$ cat src/rtl/sei_pkg.sv
package sei_pkg;
    localparam int DW = 8;
    localparam int AW = 2;
    localparam int NUM_FAN = 2;
    localparam int NUM_RAIL = 5;
    localparam int NUM_TEMP = 3;

    localparam logic [AW-1:0] A_STS1 = 2'd0;
    localparam logic [AW-1:0] A_STS2 = 2'd1;
    localparam logic [AW-1:0] A_MSK1 = 2'd2;
    localparam logic [AW-1:0] A_MSK2 = 2'd3;

    // bits that may ever be set
    localparam logic [DW-1:0] STS1_LIVE = 8'hDF;
    localparam logic [DW-1:0] STS2_LIVE = 8'h99;
    localparam logic [DW-1:0] MSK2_LIVE = 8'hF9;

    typedef enum logic [1:0] {
        IRQ_IDLE   = 2'd0,
        IRQ_ACTIVE = 2'd1,
        IRQ_REARM  = 2'd2
    } irq_state_e;
endpackage

$ cat src/rtl/sei_status_bank.sv
module sei_status_bank #(
    parameter int W = 8,
    parameter logic [W-1:0] LIVE = '1
) (
    input  logic         clk,
    input  logic         rst_n,
    input  logic [W-1:0] set_i,
    input  logic         clr_i,
    output logic [W-1:0] q_o
);
    for (genvar i = 0; i < W; i++) begin : g_bit
        if (LIVE[i]) begin : g_live
            always_ff @(posedge clk) begin
                if (!rst_n)
                    q_o[i] <= 1'b0;
                else if (set_i[i])
                    q_o[i] <= 1'b1;
                else if (clr_i)
                    q_o[i] <= 1'b0;
            end
        end else begin : g_rsv
            assign q_o[i] = 1'b0;
        end
    end
endmodule

$ cat src/rtl/sei_irq_fsm.sv
module sei_irq_fsm
    import sei_pkg::*;
(
    input  logic       clk,
    input  logic       rst_n,
    input  logic       pending_i,
    input  logic       ack_i,
    output irq_state_e state_o,
    output logic       irq_o
);
    irq_state_e state_q, state_d;

    always_ff @(posedge clk) begin
        if (!rst_n)
            state_q <= IRQ_IDLE;
        else
            state_q <= state_d;
    end

    always_comb begin
        state_d = state_q;
        unique case (state_q)
            IRQ_IDLE:   state_d = pending_i ? IRQ_ACTIVE : IRQ_IDLE;
            IRQ_ACTIVE: begin
                if (ack_i)
                    state_d = IRQ_REARM;
                else if (!pending_i)
                    state_d = IRQ_IDLE;
            end
            IRQ_REARM:  state_d = pending_i ? IRQ_ACTIVE : IRQ_IDLE;
            default:    state_d = IRQ_IDLE;
        endcase
    end

    always_comb begin
        irq_o   = (state_q == IRQ_ACTIVE);
        state_o = state_q;
    end
endmodule

$ cat src/rtl/sei_ctrl.sv
module sei_ctrl
    import sei_pkg::*;
(
    input  logic                clk,
    input  logic                rst_n,
    input  logic [AW-1:0]       reg_addr,
    input  logic                reg_rd,
    input  logic                reg_wr,
    input  logic [DW-1:0]       reg_wdata,
    output logic [DW-1:0]       reg_rdata,
    input  logic [NUM_FAN-1:0]  fan_evt,
    input  logic [NUM_RAIL-1:0] volt_evt,
    input  logic [NUM_TEMP-1:0] temp_evt,
    input  logic                chassis_in,
    input  logic                throttle_en,
    output logic                irq,
    output logic                therm_alarm
);
    logic [DW-1:0] ev1, ev2, sts1, sts2, msk1, msk2;
    logic          chas_prev, chas_rise, clr1, clr2, ack, pending;
    irq_state_e    fsm_state;

    always_ff @(posedge clk) begin
        if (!rst_n) chas_prev <= 1'b0;
        else        chas_prev <= chassis_in;
    end
    assign chas_rise = chassis_in & ~chas_prev;

    assign ev1 = {fan_evt[1], fan_evt[0], 1'b0, temp_evt[0], volt_evt[3:0]};
    assign ev2 = {temp_evt[2], 2'b00, chas_rise, temp_evt[1], 2'b00, volt_evt[4]};

    assign clr1 = reg_rd && (reg_addr == A_STS1);
    assign clr2 = reg_rd && (reg_addr == A_STS2);
    assign ack  = clr1 || clr2;

    sei_status_bank #(.W(DW), .LIVE(STS1_LIVE)) u_sts1 (
        .clk(clk), .rst_n(rst_n), .set_i(ev1), .clr_i(clr1), .q_o(sts1));
    sei_status_bank #(.W(DW), .LIVE(STS2_LIVE)) u_sts2 (
        .clk(clk), .rst_n(rst_n), .set_i(ev2), .clr_i(clr2), .q_o(sts2));

    always_ff @(posedge clk) begin
        if (!rst_n) begin
            msk1 <= '0;
            msk2 <= '0;
        end else if (reg_wr) begin
            if (reg_addr == A_MSK1) msk1 <= reg_wdata;
            if (reg_addr == A_MSK2) msk2 <= reg_wdata & MSK2_LIVE;
        end
    end

    always_ff @(posedge clk) begin
        if (!rst_n)
            reg_rdata <= '0;
        else if (reg_rd) begin
            unique case (reg_addr)
                A_STS1:  reg_rdata <= sts1;
                A_STS2:  reg_rdata <= sts2;
                A_MSK1:  reg_rdata <= msk1;
                default: reg_rdata <= msk2;
            endcase
        end
    end

    assign pending = |(sts1 & ~msk1) | |(sts2 & ~msk2);

    sei_irq_fsm u_fsm (
        .clk(clk), .rst_n(rst_n), .pending_i(pending), .ack_i(ack),
        .state_o(fsm_state), .irq_o(irq));

    assign therm_alarm = throttle_en & ((sts1[4] & ~msk1[5]) |
                                        (sts2[3] & ~msk2[5]) |
                                        (sts2[7] & ~msk2[6]));
endmodule

$ cat config.mk
export PLATFORM = sky130hd
export DESIGN_NAME = sei_ctrl
export DESIGN_NICKNAME = d
export VERILOG_FILES = /design/src/rtl/sei_pkg.sv /design/src/rtl/sei_status_bank.sv /design/src/rtl/sei_irq_fsm.sv /design/src/rtl/sei_ctrl.sv
export SDC_FILE = /design/constraint.sdc
export NUM_CORES = 1
export LEC_CHECK = 0
export BUFFER_PORTS_ARGS = -buffer_cell sky130_fd_sc_hd__buf_2
export CAP_MARGIN = 20
export CORE_MARGIN = 3
export CORE_UTILIZATION = 57
export DETAILED_ROUTE_END_ITERATION = 8
export PLACE_DENSITY = 0.89
export SYNTH_ARGS = -nofsm -noshare
export SYNTH_HDL_FRONTEND = slang
export SYNTH_HIERARCHICAL = 1
export SYNTH_SLANG_ARGS = --single-unit
$ cat constraint.sdc
create_clock -name clk -period 3.4 [get_ports clk]
set_clock_uncertainty 0.15 [all_clocks]
set_input_delay 0 -clock clk [delete_from_list [all_inputs] [get_ports clk]]
set_output_delay 0 -clock clk [all_outputs]
set_load 0.01 [all_outputs]
==> qor.yml <==
worstHoldStart: "rst_n"
worst_pin_slew_ns: 0.6044
worstSkewPairLatency_ns: 0.35
synth_area_per_cell_um2: 9.488
grt_pass1_wl_um: 6527
first_iter_violations: 118
setup_violations: 0
syn_inst: 180
startpoint_type: "primary input"
die_h_um: 60.74
seqPwrFrac: 0.552
drtPass1Iterations: 4
cts_resized: 0
clkSlewWorstSetupHoldPaths_ns: 0.10
p_leak_nw: 0.9433
clock_sinks: 36
hold_slack_ns: 0.03541
hold_violations: 0
core_um2: 2805
num-nets-final: 268
crit_type: "in -> reg"
fmax_mhz: 536.4
power_density_nw_per_um2: 378.7
path_max_fanout: 11
hpwl_um: 2584
yosysWarnings: 6
required_ns: 3.53
switching_share: 0.2562
ant_nets: 0
reg2reg_slack_ns: 1.92
cts_buffer_depth: 2
rsz0062_at_grt: "no"
fin_tns_setup_ns: 0
cp-startpoint: "reg_addr[1]"
clockRootBuffer: "clkbuf_4"
final_max_slew_viol_count: 0
reg2regPathDepth: 5
pwr-share-clk: 0.284
drive_gt1_frac: 0.1893
fp-row-count: 19
drt_wl_total_um: 4155
chipWidth_um: 60.74
preCtsSetupSlack_ns: 1.894
numCtsBuffers: 5
fillers: 197
crit_end: "msk1[3]$_SDFFE_PN0P_"
drv_cap: 0
power_switching_mw: 0.2133
grt_max_degree: 39
hp-class: "in -> reg"
ir_drop_mv: 0.3407
period_share: 0.5483
r2r-start: "msk1[3]$_SDFFE_PN0P_"
cts-htree-levels: 2
syn2layout_area_growth_pct: 28.72
fin_ws_ns: 1.536
place.port_buffers: 35
synth_area_um2: 1708
dieArea_um2: 3689
insertedDiodeCount: 0
dr_total_vias: 1518
r2r-end: "u_fsm/state_o[0]$_SDFFE_PN0P_"
relSlewSlack: 0.5971
final_cells: 274
final_core_util: 0.7837
gp_congestion: 0.7899
antenna_found_initial: 0
cts_hold_buf: 29
worstSetupEndpointType: "flip-flop"
arrival_ns: 1.99
boundaryPins: 36
via_per_inst: 5.540
drc_errors: 0
overflow: 0
hold_depth: 2
power_frac_comb: 0.163
grt_use_total: 0.2496
internal-power_mw: 0.6192
placed_cells: 237
cts_tree: "yes"
post-cts-setup-buffer-count: 0
start_util: 0.6088
fin_crit_ns: 1.864
wire_per_inst_um: 15.16
grt_pass1_vias: 1403
outcome: "finished clean"
[layout make-up]
class / count / area [µm²] / area share
Multi-Input combinational cell: 123 / 869.6 / 0.3956
Sequential cell: 36 / 720.7 / 0.3278
Timing Repair Buffer: 64 / 465.4 / 0.2117
Clock buffer: 8 / 58.81 / 0.02675
Inverter: 12 / 45.04 / 0.02049
Tap cell: 31 / 38.79 / 0.01764
[how the worst min path moves through the flow]
stage                                  to
2_1_floorplan  u_sts1/q_o[0]$_SDFFE_PN0P_
3_3_place_gp   u_sts1/q_o[2]$_SDFFE_PN0P_
3_5_place_dp   u_sts2/q_o[0]$_SDFFE_PN0P_
4_1_cts        u_sts1/q_o[6]$_SDFFE_PN0P_
5_1_grt        u_sts1/q_o[4]$_SDFFE_PN0P_
6_report       u_sts1/q_o[2]$_SDFFE_PN0P_
[metrics by stage]
stage	power, mW	area (µm²)
floorplan	0.5445	1719
global placement	0.5748	1849
detailed placement	0.5775	1849
CTS	0.8348	2198
global route	0.8740	2198
finish	0.8325	2198
[layer usage]
metal / vias to the layer above / track usage / routed length [µm]
met3: 16 / 0.08723 / 318
li1: 746 / - / -
met2: 84 / 0.4092 / 1983
met1: 672 / 0.2927 / 1728
met5: - / 0 / 0
met4: 0 / 0.1146 / 124
[critical path, cell delays in order]
cell and delay, ns:
dlygate4sd3_1 0.52, buf_2 0.17, nor2b_2 0.43, nand3_1 0.12, dlygate4sd3_1 0.60, a21boi_1 0.16
[power by group through the flow]
stage                     clock network (mW)  logic [mW]  registers [mW]
after floorplan                            0      0.0785           0.466
after global placement                     0       0.106           0.469
after detailed placement                   0       0.109           0.469
after CTS                              0.244       0.131           0.460
after global routing                   0.264       0.148           0.463
final                                  0.237       0.136           0.460
[cell usage in the layout, fill, tap and decap left out, types with 3 or more instances in the layout]
cell           instances
a21boi_1               8
buf_2                 35
clkbuf_4               5
conb_1                 5
dfxtp_1               36
dlygate4sd3_1         29
inv_1                 12
mux2i_1               20
nand2_1               12
nand3_1               10
nand3b_1               6
nor2b_1               22
o21a_1                11
o221ai_1               6
o22ai_1                3
[flip-flops by register name, summed over array words and instances (netlist names)]
register       cells
u_sts1/q_o         7
u_sts2/q_o         4
u_fsm/state_o      2
chas_prev          1
reg_rdata          8
msk1               8
msk2               6
(Power assumes the default switching activity.)
